===== config.mk =====
export PLATFORM = sky130hd
export DESIGN_NAME = issue_port_alloc
export DESIGN_NICKNAME = d
export VERILOG_FILES = /design/src/rtl/issue_alloc_pkg.sv /design/src/rtl/issue_slot_pick.sv /design/src/rtl/issue_grant_reg.sv /design/src/rtl/issue_port_alloc.sv
export SDC_FILE = /design/constraint.sdc
export NUM_CORES = 1
export LEC_CHECK = 0
export BUFFER_PORTS_ARGS = -buffer_cell sky130_fd_sc_hd__buf_2
export CAP_MARGIN = 20
export CORE_ASPECT_RATIO = 0.9
export CORE_MARGIN = 2
export CORE_UTILIZATION = 45
export CTS_CLUSTER_DIAMETER = 40
export DETAILED_ROUTE_END_ITERATION = 10
export PLACE_DENSITY_LB_ADDON = 0.08
export SYNTH_ARGS = -nofsm -noshare
export SYNTH_HDL_FRONTEND = slang
export SYNTH_SLANG_ARGS = --single-unit

===== constraint.sdc =====
create_clock -name clk -period 0.8 [get_ports clk]
set_input_delay 0.04 -clock clk [delete_from_list [all_inputs] [get_ports clk]]
set_output_delay 0.04 -clock clk [all_outputs]
set_load 0.02 [all_outputs]

===== src/rtl/issue_alloc_pkg.sv =====
package issue_alloc_pkg;

   localparam int NUM_UNITS = 6;

   // unit codes double as grant-mask bit positions
   localparam logic [2:0] U_LS0  = 3'd0;
   localparam logic [2:0] U_LS1  = 3'd1;
   localparam logic [2:0] U_EX0  = 3'd2;
   localparam logic [2:0] U_EX1  = 3'd3;
   localparam logic [2:0] U_FP0  = 3'd4;
   localparam logic [2:0] U_FP1  = 3'd5;
   localparam logic [2:0] U_ALL  = 3'd6;
   localparam logic [2:0] U_NONE = 3'd7;

   localparam int IX_LS0 = 0;
   localparam int IX_LS1 = 1;
   localparam int IX_EX0 = 2;
   localparam int IX_EX1 = 3;
   localparam int IX_FP0 = 4;
   localparam int IX_FP1 = 5;

   typedef enum logic [3:0] {
      CL_SALU  = 4'd0,
      CL_ALU   = 4'd1,
      CL_EX0OP = 4'd2,
      CL_BR    = 4'd3,
      CL_LD    = 4'd4,
      CL_LDX   = 4'd5,
      CL_ST    = 4'd6,
      CL_FST   = 4'd7,
      CL_FSTX  = 4'd8,
      CL_FOP   = 4'd9,
      CL_FCMP  = 4'd10,
      CL_HILO  = 4'd11,
      CL_MUL   = 4'd12,
      CL_DIV   = 4'd13,
      CL_UNK   = 4'd14
   } iclass_e;

   function automatic logic [NUM_UNITS-1:0] unit_bit(input logic [2:0] u);
      logic [NUM_UNITS-1:0] m;
      m = '0;
      if (int'(u) < NUM_UNITS) m[u] = 1'b1;
      return m;
   endfunction

endpackage


===== src/rtl/issue_slot_pick.sv =====
module issue_slot_pick
   import issue_alloc_pkg::*;
#(
   parameter int CLASS_W = 4,
   parameter int UNIT_W  = 3
) (
   input  logic                 clk,
   input  logic                 rst_n,
   input  logic [CLASS_W-1:0]   in_cls,
   input  logic                 in_valid,
   input  logic                 in_ready,
   input  logic                 prior_ok,
   input  logic                 load_seen,
   input  logic                 two_fp,
   input  logic [NUM_UNITS-1:0] busy_in,
   output logic                 take,
   output logic [UNIT_W-1:0]    unit,
   output logic [UNIT_W-1:0]    aux,
   output logic [NUM_UNITS-1:0] busy_out,
   output logic                 load_seen_out
);

   iclass_e              cls;
   logic [NUM_UNITS-1:0] fr;
   logic                 hit;
   logic                 grab_all;
   logic [2:0]           u_sel;
   logic [2:0]           a_sel;
   logic [2:0]           ls_pick;
   logic [2:0]           ex_pick;
   logic [2:0]           fp_pick;
   logic [NUM_UNITS-1:0] claim;

   assign cls = iclass_e'(in_cls[3:0]);

   // a shared-port unit is free only if its partner is idle too
   always_comb begin
      fr[IX_LS0] = !busy_in[IX_LS0];
      fr[IX_LS1] = !busy_in[IX_LS1];
      fr[IX_EX0] = !busy_in[IX_EX0] && !busy_in[IX_FP0];
      fr[IX_EX1] = !busy_in[IX_EX1] && !busy_in[IX_FP1];
      fr[IX_FP0] = !busy_in[IX_FP0] && !busy_in[IX_EX0];
      fr[IX_FP1] = !busy_in[IX_FP1] && !busy_in[IX_EX1];
   end

   // side pickers in preference order
   always_comb begin
      ls_pick = fr[IX_LS0] ? U_LS0 : (fr[IX_LS1] ? U_LS1 : U_NONE);
      ex_pick = fr[IX_EX1] ? U_EX1 : (fr[IX_EX0] ? U_EX0 : U_NONE);
      fp_pick = fr[IX_FP1] ? U_FP1 : (fr[IX_FP0] ? U_FP0 : U_NONE);
   end

   always_comb begin
      hit      = 1'b0;
      grab_all = 1'b0;
      u_sel    = U_NONE;
      a_sel    = U_NONE;
      case (cls)
         CL_SALU: begin
            if (fr[IX_LS1] && !load_seen) u_sel = U_LS1;
            else                          u_sel = ex_pick;
            hit = (u_sel != U_NONE);
         end
         CL_ALU: begin
            u_sel = ex_pick;
            hit   = (u_sel != U_NONE);
         end
         CL_EX0OP, CL_BR: begin
            hit   = fr[IX_EX0];
            u_sel = U_EX0;
         end
         CL_LD: begin
            u_sel = ls_pick;
            hit   = (u_sel != U_NONE);
         end
         CL_LDX: begin
            hit   = fr[IX_LS1];
            u_sel = U_LS1;
         end
         CL_ST: begin
            u_sel = ls_pick;
            a_sel = ex_pick;
            hit   = (ls_pick != U_NONE) && (ex_pick != U_NONE);
         end
         CL_FST: begin
            u_sel = ls_pick;
            a_sel = fp_pick;
            hit   = (ls_pick != U_NONE) && (fp_pick != U_NONE);
         end
         CL_FSTX: begin
            u_sel = U_LS1;
            a_sel = fp_pick;
            hit   = fr[IX_LS1] && (fp_pick != U_NONE);
         end
         CL_FOP: begin
            if (fr[IX_FP1])               u_sel = U_FP1;
            else if (two_fp && fr[IX_FP0]) u_sel = U_FP0;
            hit = (u_sel != U_NONE);
         end
         CL_FCMP: begin
            hit   = fr[IX_FP1];
            u_sel = U_FP1;
         end
         CL_HILO, CL_MUL, CL_DIV: begin
            hit   = fr[IX_EX1];
            u_sel = U_EX1;
         end
         default: begin
            grab_all = 1'b1;
            hit      = (busy_in == '0);
            u_sel    = U_ALL;
         end
      endcase
   end

   assign take  = prior_ok && in_valid && in_ready && hit;
   assign claim = grab_all ? {NUM_UNITS{1'b1}} : (unit_bit(u_sel) | unit_bit(a_sel));

   assign busy_out      = take ? (busy_in | claim) : busy_in;
   assign unit          = take ? UNIT_W'(u_sel) : UNIT_W'(U_NONE);
   assign aux           = take ? UNIT_W'(a_sel) : UNIT_W'(U_NONE);
   assign load_seen_out = load_seen || (take && (cls == CL_LD || cls == CL_LDX));


   ex0_only_chk: assert property (@(posedge clk) disable iff (!rst_n)
      (take && (cls == CL_EX0OP || cls == CL_BR)) |-> (unit == UNIT_W'(U_EX0)));


   ex1_only_chk: assert property (@(posedge clk) disable iff (!rst_n)
      (take && (cls == CL_HILO || cls == CL_MUL || cls == CL_DIV)) |-> (unit == UNIT_W'(U_EX1)));


   fp_single_chk: assert property (@(posedge clk) disable iff (!rst_n)
      (take && (cls == CL_FCMP || (cls == CL_FOP && !two_fp))) |-> (unit == UNIT_W'(U_FP1)));


   idx_load_chk: assert property (@(posedge clk) disable iff (!rst_n)
      (take && cls == CL_LDX) |-> (unit == UNIT_W'(U_LS1)));


   claim_free_chk: assert property (@(posedge clk) disable iff (!rst_n)
      take |-> ((busy_out & busy_in) == busy_in) && (busy_out != busy_in));

endmodule


===== src/rtl/issue_grant_reg.sv =====
module issue_grant_reg #(
   parameter int SLOTS  = 4,
   parameter int UNIT_W = 3,
   parameter int NU     = 6
) (
   input  logic                    clk,
   input  logic                    rst_n,
   input  logic [SLOTS-1:0]        d_go,
   input  logic [SLOTS*UNIT_W-1:0] d_unit,
   input  logic [SLOTS*UNIT_W-1:0] d_aux,
   input  logic [NU-1:0]           d_busy,
   output logic [SLOTS-1:0]        q_go,
   output logic [SLOTS*UNIT_W-1:0] q_unit,
   output logic [SLOTS*UNIT_W-1:0] q_aux,
   output logic [NU-1:0]           q_busy
);

   always_ff @(posedge clk or negedge rst_n) begin
      if (!rst_n) begin
         q_go   <= '0;
         q_unit <= '1;
         q_aux  <= '1;
         q_busy <= '0;
      end else begin
         q_go   <= d_go;
         q_unit <= d_unit;
         q_aux  <= d_aux;
         q_busy <= d_busy;
      end
   end

endmodule


===== src/rtl/issue_port_alloc.sv =====
module issue_port_alloc
   import issue_alloc_pkg::*;
#(
   parameter int SLOTS      = 4,
   parameter int CLASS_W    = 4,
   parameter int UNIT_W     = 3,
   parameter bit FP_DUAL_EN = 1'b1
) (
   input  logic                     clk,
   input  logic                     rst_n,
   input  logic [SLOTS-1:0]         slot_valid,
   input  logic [SLOTS-1:0]         slot_ready,
   input  logic [SLOTS*CLASS_W-1:0] slot_class,
   input  logic                     fp_exc_on,
   input  logic                     fp_wide,
   output logic [SLOTS-1:0]         iss_go,
   output logic [SLOTS*UNIT_W-1:0]  iss_unit,
   output logic [SLOTS*UNIT_W-1:0]  iss_aux,
   output logic [NUM_UNITS-1:0]     iss_busy
);

   localparam int LINKS = SLOTS + 1;

   generate
      if (SLOTS < 1 || SLOTS > 8) begin : g_bad_slots
         $error("issue_port_alloc: SLOTS must lie in 1..8");
      end
      if (CLASS_W != 4) begin : g_bad_class
         $error("issue_port_alloc: CLASS_W must be 4");
      end
      if (UNIT_W != 3) begin : g_bad_unit
         $error("issue_port_alloc: UNIT_W must be 3");
      end
   endgenerate

   logic                 two_fp;
   logic [NUM_UNITS-1:0] busy_chain [LINKS];
   logic [LINKS-1:0]     ok_chain;
   logic [LINKS-1:0]     ld_chain;
   logic [SLOTS-1:0]         nx_go;
   logic [SLOTS*UNIT_W-1:0]  nx_unit;
   logic [SLOTS*UNIT_W-1:0]  nx_aux;

   generate
      if (FP_DUAL_EN) begin : g_fp_dual
         assign two_fp = !fp_exc_on && fp_wide;
      end else begin : g_fp_single
         assign two_fp = 1'b0;
      end
   endgenerate

   assign busy_chain[0] = '0;
   assign ok_chain[0]   = 1'b1;
   assign ld_chain[0]   = 1'b0;

   generate
      for (genvar s = 0; s < SLOTS; s++) begin : g_slot
         issue_slot_pick #(
            .CLASS_W (CLASS_W),
            .UNIT_W  (UNIT_W)
         ) u_pick (
            .clk           (clk),
            .rst_n         (rst_n),
            .in_cls        (slot_class[s*CLASS_W +: CLASS_W]),
            .in_valid      (slot_valid[s]),
            .in_ready      (slot_ready[s]),
            .prior_ok      (ok_chain[s]),
            .load_seen     (ld_chain[s]),
            .two_fp        (two_fp),
            .busy_in       (busy_chain[s]),
            .take          (ok_chain[s+1]),
            .unit          (nx_unit[s*UNIT_W +: UNIT_W]),
            .aux           (nx_aux[s*UNIT_W +: UNIT_W]),
            .busy_out      (busy_chain[s+1]),
            .load_seen_out (ld_chain[s+1])
         );
         assign nx_go[s] = ok_chain[s+1];
      end
   endgenerate

   issue_grant_reg #(
      .SLOTS  (SLOTS),
      .UNIT_W (UNIT_W),
      .NU     (NUM_UNITS)
   ) u_out (
      .clk    (clk),
      .rst_n  (rst_n),
      .d_go   (nx_go),
      .d_unit (nx_unit),
      .d_aux  (nx_aux),
      .d_busy (busy_chain[SLOTS]),
      .q_go   (iss_go),
      .q_unit (iss_unit),
      .q_aux  (iss_aux),
      .q_busy (iss_busy)
   );


   prefix_chk: assert property (@(posedge clk) disable iff (!rst_n)
      (iss_go & (iss_go + SLOTS'(1))) == '0);


   pair0_excl_chk: assert property (@(posedge clk) disable iff (!rst_n)
      (iss_busy[IX_EX0] && iss_busy[IX_FP0]) |-> ($countones(iss_busy) == NUM_UNITS));


   pair1_excl_chk: assert property (@(posedge clk) disable iff (!rst_n)
      (iss_busy[IX_EX1] && iss_busy[IX_FP1]) |-> ($countones(iss_busy) == NUM_UNITS));


   width_limit_chk: assert property (@(posedge clk) disable iff (!rst_n)
      ($countones(iss_busy) <= 4) || (iss_busy == '1));


   alone_chk: assert property (@(posedge clk) disable iff (!rst_n)
      (iss_busy == '1) |-> (iss_go == SLOTS'(1)));

   generate
      for (genvar s = 0; s < SLOTS; s++) begin : g_slot_chk

         ready_src_chk: assert property (@(posedge clk) disable iff (!rst_n)
            iss_go[s] |-> $past(slot_valid[s] && slot_ready[s]));

         named_unit_chk: assert property (@(posedge clk) disable iff (!rst_n)
            iss_go[s] == (iss_unit[s*UNIT_W +: UNIT_W] != UNIT_W'(U_NONE)));
         for (genvar t = s + 1; t < SLOTS; t++) begin : g_pair

            no_dup_chk: assert property (@(posedge clk) disable iff (!rst_n)
               (iss_go[s] && iss_go[t]) |->
                  (iss_unit[s*UNIT_W +: UNIT_W] != iss_unit[t*UNIT_W +: UNIT_W]));
         end
      end
   endgenerate

endmodule


==> metrics.csv, run 1 <==
metric;value;unit
synth_area_leaders;dfstp_2 19%, dfrtp_1 8.0%, a21oi_1 7.0%;
ys_types;79;
grt_util_all_layers;0.3960;
failed_checks;setup timing;
synth_top_flop_cell;dfstp_2;
first_pass_iters;8;
syn_avg_cell_area;7.424;um^2
grt_pass1_vias;4554;
slowest_stage;or4_4;
endpoint_kind;register;
drv_slew;0;
post-place-ws;-3347;ps
whs_path_depth;2;
place_hpwl;10.19;mm
yosys-top-cells-count;57 x nand2_1, 44 x a21oi_1, 40 x nor2_1;
ys_async_sr_fraction;1.000;
cts_tree;done;
max_slew_margin;0.5262;
viasPerCell;6.899;
grt_pass1_wl;24.47;mm
io_pins;62;
core_area;0.006656;mm^2
drc;0;
portBuffers;60;
yosysTopAreaCell;dfstp_2;
clockRootBuffer;clkbuf_8;
antenna_found_initial;0;
syn_inst;421;
post-route-min-period;3969;ps
holdPathEnd;u_out.q_aux[2];
diodes;0;
fin_crit_sh;4.961;
arrival;4180;ps
yosysWarnings;0;
cp_max_fo;6;
startpoint_type;input port;
synth.most_common_cell;nand2_1;
placed_area;0.004867;mm^2
setup_viol;60;
via_count;5181;
ys_seq_area_frac;0.2734;
cpMostUsedCell;buf_4;
crit_required;1020;ps
cts.sinks;33;
crit_chain;buf_12 > buf_4 > a21o_1 > o21ai_4 > o21ai_1 > and3b_2 > buf_4 > buf_4 > a21o_1 > or2_2 > a32oi_4 > nor2_4 > a221oi_4 > or2b_1 > a2111oi_4 > or4_4 > o32a_1 > o21ai_2;
hp-class;in -> reg;
ant_nets;0;
synth_area;0.003125;mm^2
ys_ff_latch;33;
drive_gt1_frac;0.5809;
dieArea;0.007630;mm^2
wirelength;18.58;mm
stdcell_area;0.005952;mm^2
ir_worst_vdd;0.0007346;V
crit_type;in -> reg;
clockBufferDepth;2;
crit_start;slot_class[1];
cts.reportedPaths.clkPinSlew;90;ps
p_leak;2.585;nW
initial_utilization;0.4695;
fin_tns_setup;-56520;ps
std_cell_rows;28;
wire_per_inst;24.74;um
nNetsFinal;688;
die_h;83.07;um
finalHoldViolations;0;
grt_start_max_net_pins;24;
fin_ws;-3169;ps
drt_iter0_markers;808;
gp_congestion;0.9586;
p_total;6.634;mW
synth-edff-count;0;
grt-ovfl-total;0;
area_growth;90.43;%
min_from;slot_class[0];
grt_setup_unrepaired;yes;
clock.fmax;252.0;MHz
die_x;91.85;um
cts_made_buffers;5;
tightest_slew;708.1;ps
status;complete, but fails checks;
htreeDepth;2;
synth_top_area_frac;0.1934;
slowest_delay;480;ps
maxCapViolations;0;
pwr_density_cell;1115;mW/mm^2
## where the power goes
part	internal [mW]	total, mW	switching [mW]
combinational	1.40	3.13	1.73
sequential	1.73	1.75	0.0268
clock	1.02	1.75	0.732
## sequential cells by signal, summed over array words and instances (netlist names)
| register | count |
|---|---|
| u_out.q_go | 4 |
| u_out.q_busy | 6 |
| u_out.q_unit | 12 |
| u_out.q_aux | 11 |
## worst max-delay path, delay by kind of cell
kind	cells	cell delay, ps
AOI/OAI and AO/OA	9	2120
buffers and inverters	4	570
and+or+nand+nor	5	1420
## logic make-up after synthesis
| group | after synthesis | share of synthesized area |
|---|---|---|
| mux | 2 | 0.006405 |
| flops | 33 | 0.2734 |
| buf+inv | 43 | 0.05885 |
| simple gates | 165 | 0.2526 |
| fa+ha+maj | 1 | 0.003203 |
| xor+xnor | 4 | 0.01121 |
| other cells | 1 | 0.001200 |
| compound gates | 172 | 0.3931 |
## per-stage QoR
stage	hold WS, ps	utilization	instances
2_1_floorplan	-255.6	-	424
3_3_place_gp	-84.62	0.7312	719
3_5_place_dp	-70.99	0.7312	719
4_1_cts	14.22	0.8378	740
5_1_grt	28.47	0.8942	751
6_report	36.24	0.8942	751
## layout make-up
| cell class | instances | area (um^2) |
|---|---|---|
| inverters | 15 | 56.30 |
| multi-input cells | 348 | 2711 |
| repair buffers | 257 | 2101 |
| flip-flops and latches | 33 | 854.6 |
| clock buffers | 7 | 86.33 |
| well taps | 90 | 112.6 |
| fillers | 270 | 704.4 |
| clock inverters | 1 | 30.03 |
## metal layers
| metal | vias up | GRT usage | wire [um] | part of all wire |
|---|---|---|---|---|
| li1 | 2057 | - | - | - |
| met1 | 2329 | 0.5390 | 6528 | 0.35 |
| met2 | 596 | 0.6344 | 7829 | 0.42 |
| met3 | 199 | 0.06261 | 2596 | 0.14 |
| met4 | 0 | 0.1452 | 1626 | 0.088 |
| met5 | - | 0 | 0 | 0 |
## repair_timing
item / in CTS / in global routing
buffers inserted: 13 / 12
endpoints found under the hold margin: 19 / 0
endpoints found under the setup margin: 58 / 58
pin swaps: 21 / 36
resized for setup: 128 / 59
hold buffers: 1 / 0
## how the worst max path moves through the flow
stage / depth (start not counted) / slack, ps / endpoint
4_1_cts: 16 / -2890 / u_out.q_busy[2]
3_5_place_dp: 20 / -3350 / u_out.q_busy[1]
3_3_place_gp: 18 / -3300 / u_out.q_busy[1]
2_1_floorplan: 17 / -2980 / u_out.q_busy[1]
5_1_grt: 20 / -3230 / u_out.q_busy[2]
6_report: 18 / -3170 / u_out.q_busy[2]
## cells in the final DEF (no fill, tap or decap), types with 4 or more instances in the layout
cell type / instances
dfstp_2: 23
nor2_1: 35
a21oi_4: 6
o31ai_4: 4
dfrtp_1: 10
buf_6: 43
nor3_1: 4
o21ai_2: 5
o21ai_1: 7
a21o_1: 7
buf_12: 4
nand3_2: 6
conb_1: 4
nand2_2: 5
o211ai_1: 4
o21ai_0: 17
nand4_1: 5
a21oi_1: 33
o22ai_1: 4
inv_1: 10
buf_4: 184
clkbuf_8: 6
nand2b_1: 7
or3_1: 5
nand3_1: 8
a21oi_2: 9
nand2_1: 52
a31oi_2: 5
buf_2: 23
a31oi_1: 4
No activity file was read; power rests on OpenSTA's default activity.
==> run 2, diff against run 1 <==
--- a/config.mk
+++ b/config.mk
@@ -5,6 +5,7 @@
 export SDC_FILE = /design/constraint.sdc
 export NUM_CORES = 1
 export LEC_CHECK = 0
+export ABC_AREA = 1
 export BUFFER_PORTS_ARGS = -buffer_cell sky130_fd_sc_hd__buf_2
 export CAP_MARGIN = 20
 export CORE_ASPECT_RATIO = 0.9
==> run 2 against run 1 <==
Against the previous run:
- the flow still finishes with violations (setup timing)
- clock power shrank 2%
- worst hold slack gained 100 ps
- largest cell class unchanged
- via count shrank 0.33%
- setup slack gained 340 ps
- wire length shrank 3.7%
- combinational power shrank 3%
- global-route usage shrank 7.1 points
- critical path depth grew 13
- clock-buffer cell count is the same
- sequential share of layout area shrank 0.22 points
==> metrics.csv, run 2 <==
metric;value;unit
ir_worst_vdd;0.001045;V
clock.fmax;275.6;MHz
ant_nets;0;
ys_ff_latch;33;
top_regs;u_out.q_unit x12, u_out.q_aux x11, u_out.q_busy x6;
startpoint_type;input port;
final_common_cell;buf_4;
whs_path_depth;3;
fin_ws;-2829;ps
crit_required;1030;ps
layout_common_cells;159 x buf_4, 84 x nand2_1, 68 x inv_1;
dieArea;0.007516;mm^2
nFillCells;237;
yosysTopAreaCell;dfstp_2;
post-route-min-period;3629;ps
setup_viol;58;
portBuffers;60;
cp-endpoint;u_out.q_busy[5];
wirelength;17.90;mm
syn_avg_cell_area;6.045;um^2
grt_util_all_layers;0.3254;
synth_area_leaders;dfstp_2 20%, nand2_1 18%, inv_1 9.5%;
initial_utilization;0.4671;
grt_start_max_net_pins;29;
cpMostUsedCell;nand2_1;
die_h;82.45;um
clockRootBuffer;clkbuf_8;
cts.reportedPaths.clkPinSlew;80;ps
std_cell_rows;28;
arrival;3860;ps
ys_types;39;
cts.sinks;33;
cts_tree;done;
viasPerCell;6.104;
yosys-top-cells-count;145 x nand2_1, 78 x inv_1, 78 x nor2_1;
synth.most_common_cell;nand2_1;
syn_inst;509;
die_x;91.16;um
grt_pass1_vias;4000;
drc;0;
p_total;6.499;mW
fin_crit_sh;4.536;
crit_type;in -> reg;
p_leak;3.117;nW
antenna_found_initial;1;
place_hpwl;8.247;mm
gp_congestion;0.9987;
grt_setup_unrepaired;yes;
via_count;5164;
max_slew_margin;0.6493;
pwr_density_cell;1075;mW/mm^2
grt_pass1_wl;19.26;mm
nNetsFinal;782;
grt-ovfl-total;0;
synth_top_area_frac;0.1964;
yosysWarnings;0;
area_growth;96.42;%
fin_tns_setup;-51920;ps
ys_async_sr_fraction;1.000;
drive_gt1_frac;0.6013;
io_pins;62;
slowest_delay;240;ps
status;complete, but fails checks;
cts_made_buffers;5;
cp_max_fo;7;
core_area;0.006586;mm^2
clockBufferDepth;2;
drt_iter0_markers;645;
failed_checks;setup timing;
htreeDepth;2;
finalHoldViolations;0;
ys_seq_area_frac;0.2778;
tightest_slew;521.3;ps
slowest_stage;a21oi_4;
maxCapViolations;0;
largest_register_ffs;12;
crit_start;slot_class[2];
largest-register;u_out.q_unit;
first_pass_iters;10;
holdWs;141.2;ps
drv_slew;0;
synth_top_flop_cell;dfstp_2;
endpoint_kind;register;
wire_per_inst;21.15;um
synth-edff-count;0;
synth_area;0.003077;mm^2
hp-class;in -> reg;
## run 2: kinds of logic (layout without fill, tap and decap cells)
family	after synthesis	after routing	synth area share
AO/OA/AOI/OAI	50	50	0.1053
flip-flops	33	33	0.2778
other	1	5	0.001219
AND/OR/NAND/NOR	329	330	0.4908
buffers and inverters	96	338	0.1248
## run 2: power breakdown
| part | leakage [nW] | internal [mW] | switching (mW) |
|---|---|---|---|
| Clock | 0.0585 | 1.02 | 0.695 |
| Sequential | 0.379 | 1.73 | 0.0282 |
| Combinational | 2.68 | 1.27 | 1.76 |
## run 2: worst min-delay path by stage
stage | start | to | slack [ps]
3_3_place_gp | rst_n | u_out.q_unit[8] | 100
2_1_floorplan | rst_n | u_out.q_busy[0] | -260
5_1_grt | slot_class[3] | u_out.q_aux[2] | 150
6_report | slot_class[1] | u_out.q_unit[1] | 140
4_1_cts | slot_class[3] | u_out.q_unit[2] | 130
3_5_place_dp | rst_n | u_out.q_unit[8] | 100
## run 2: area by class of cell
type                       instances  area (um^2)  area share
sequential                        33        854.6      0.1414
multi-input combinational        384         2587      0.4282
clock buffer                       7        86.33     0.01429
clock inverter                     1        30.03    0.004969
inverter                          91        372.9     0.06170
timing repair inverter             1        11.26    0.001863
antenna                            1        2.502   0.0004141
timing repair buffer             238         1986      0.3286
tap                               90        112.6     0.01863
## run 2: metal layers
layer / part of all wire / track usage / vias up
li1: - / - / 2083
met1: 0.35 / 0.4101 / 2331
met2: 0.45 / 0.5756 / 550
met3: 0.11 / 0.04809 / 200
met4: 0.092 / 0.1197 / 0
met5: 0 / 0 / -
## run 2: metrics by stage
step / utilization / worst slack, ps / std cells / instance area (um^2)
finish: 0.9176 / -2829 / 846 / 6043
CTS: 0.8142 / -2168 / 820 / 5363
global route: 0.9176 / -2988 / 846 / 6043
floorplan: - / -2038 / 512 / 3183
global placement: 0.6940 / -2593 / 790 / 4571
detailed placement: 0.6940 / -2653 / 790 / 4571
## run 2: critical path, delay by kind of cell
family / cells / cell delay (ps)
compound gates: 5 / 860
buf+inv: 7 / 690
simple gates: 19 / 2260
## run 2: timing repair
action / 4_1_cts / 5_1_grt
pin swaps: 30 / 52
resized for setup: 148 / 122
hold buffers: 1 / 0
buffers inserted: 20 / 25
cloned: 1 / 1
hold endpoints to repair: 15 / 0
setup endpoints to repair: 57 / 57
==> run 3, diff against run 2 <==
--- a/config.mk
+++ b/config.mk
@@ -8,12 +8,15 @@
 export ABC_AREA = 1
 export BUFFER_PORTS_ARGS = -buffer_cell sky130_fd_sc_hd__buf_2
 export CAP_MARGIN = 20
+export CELL_PAD_IN_SITES_DETAIL_PLACEMENT = 0
+export CELL_PAD_IN_SITES_GLOBAL_PLACEMENT = 1
 export CORE_ASPECT_RATIO = 0.9
 export CORE_MARGIN = 2
-export CORE_UTILIZATION = 45
+export CORE_UTILIZATION = 38
 export CTS_CLUSTER_DIAMETER = 40
 export DETAILED_ROUTE_END_ITERATION = 10
 export PLACE_DENSITY_LB_ADDON = 0.08
+export SLEW_MARGIN = 20
 export SYNTH_ARGS = -nofsm -noshare
 export SYNTH_HDL_FRONTEND = slang
 export SYNTH_SLANG_ARGS = --single-unit
==> run 3 against run 2 <==
Against the previous run:
- the run still ends with setup timing left
- die area grew 18%
- clock power grew 15%
- combinational power shrank 19%
- sequential cell count is the same
- setup slack gained 630 ps
- via count shrank 22%
- wire length shrank 39%
- sequential power is essentially flat
- cell count shrank 2.2%
- first-iteration DRC count shrank 68%
- cell area shrank 7.4%
- non-clock buffer count shrank 26
- critical path type unchanged
- largest power group unchanged
==> metrics.csv, run 3 (synthesis gave the netlist of run 2 again) <==
metric;value;unit
wire_per_inst;13.28;um
stdcell_area;0.005598;mm^2
io_pins;62;
holdPathEnd;u_out.q_unit[1];
drc;0;
arrival;3180;ps
drv_slew;0;
clockRootBuffer;clkbuf_8;
min_from;slot_class[3];
die_h;89.37;um
first_pass_iters;5;
pwr_density_cell;1100;mW/mm^2
die_x;98.85;um
endpoint_kind;register;
grtUsageMet3;0.02502;
htreeDepth;2;
top_regs;u_out.q_unit x12, u_out.q_aux x11, u_out.q_busy x6;
crit_type;in -> reg;
final_common_cell;buf_4;
portBuffers;60;
slowest_delay;200;ps
grt_pass1_vias;3782;
clockBufferDepth;2;
fin_crit_sh;3.752;
maxCapViolations;0;
slowest_stage;nor2_4;
cp_max_fo;7;
nNetsFinal;755;
failed_checks;setup timing;
dieArea;0.008834;mm^2
post-route-min-period;3001;ps
grt_util_all_layers;0.2425;
placed_area;0.004492;mm^2
grt_start_max_net_pins;25;
cp_top_family;simple AND/OR/NAND/NOR gates;
grt-ovfl-total;0;
p_leak;2.940;nW
post-place-ws;-2715;ps
area_growth;81.94;%
gp_congestion;0.9701;
wirelength;10.98;mm
whs_path_depth;3;
clock.fmax;333.2;MHz
grt_pass1_wl;17.31;mm
grt_setup_unrepaired;yes;
cts_tree;done;
cts.reportedPaths.clkPinSlew;70;ps
grt-busiest-layer;met2;
core_area;0.007951;mm^2
finalHoldViolations;0;
tightest_slew;555.5;ps
antenna_found_initial;0;
fin_ws;-2201;ps
largest-register;u_out.q_unit;
startpoint_type;input port;
drt_iter0_markers;209;
cp_num_buf_inv;6;
ant_nets;0;
setup_viol;57;
max_slew_margin;0.6263;
ir_worst_vdd;0.0008570;V
cpMostUsedCell;nand2_2;
grtUsageMet2;0.4189;
met1_usage;0.3189;
place_hpwl;8.073;mm
initial_utilization;0.3869;
largest_register_ffs;12;
layout_common_cells;142 x buf_4, 91 x nand2_1, 69 x inv_1;
drive_gt1_frac;0.5577;
viasPerCell;4.875;
via_count;4032;
hp-class;in -> reg;
cts_made_buffers;5;
cts.sinks;33;
critical_path_depth;32;
diodes;0;
crit_required;980;ps
std_cell_rows;31;
status;complete, but fails checks;
-- run 3: metal layers --
metal | vias to the layer above | wire length (um) | part of all wire
li1 | 2026 | - | -
met1 | 1864 | 4794 | 0.44
met2 | 120 | 5435 | 0.49
met3 | 22 | 464 | 0.042
met4 | 0 | 289 | 0.026
met5 | - | 0 | 0
-- run 3: power by group --
| group | internal, mW | switching [mW] |
|---|---|---|
| clock | 1.25 | 0.706 |
| combinational | 1.10 | 1.35 |
| sequential | 1.73 | 0.0199 |
-- run 3: tightest hold or removal path, cell delays in order --
cell and delay [ps]:
buf_12 120, nand3_4 90, o2111ai_1 110
-- run 3: final cells by class --
type | count | area (um^2)
multi-input cells | 383 | 2380
fillers | 674 | 2354
repair buffers | 212 | 1734
flip-flops and latches | 33 | 854.6
inverters | 91 | 364.1
well taps | 99 | 123.9
clock buffers | 5 | 68.82
clock inverters | 3 | 68.82
repair inverters | 1 | 3.754
-- run 3: timing repair --
item	4_1_cts	5_1_grt
resized for setup	138	83
pin swaps	49	38
setup endpoints to repair	57	58
setup buffers	36	9
gates cloned	1	0
hold buffers	1	0
hold endpoints to repair	24	0
-- run 3: how the worst max path moves through the flow --
stage / from / to / slack (ps)
detailed placement: slot_class[1] / u_out.q_unit[10] / -2720
CTS: slot_class[2] / u_out.q_unit[10] / -2120
floorplan: slot_class[1] / u_out.q_unit[10] / -2040
finish: slot_class[3] / u_out.q_busy[4] / -2200
global placement: slot_class[1] / u_out.q_unit[10] / -2710
global route: slot_class[3] / u_out.q_unit[10] / -2390
-- run 3: through the flow --
step	util	hold slack (ps)	std cells	setup TNS [ps]	power, mW
finish	0.7040	85.75	827	-40690	6.158
global route	0.7040	93.65	827	-44980	6.486
floorplan	-	-255.6	512	-32160	2.806
detailed placement	0.5649	-11.69	792	-46910	3.626
CTS	0.6751	85.00	838	-41350	5.991
global placement	0.5649	-21.68	792	-46560	3.622
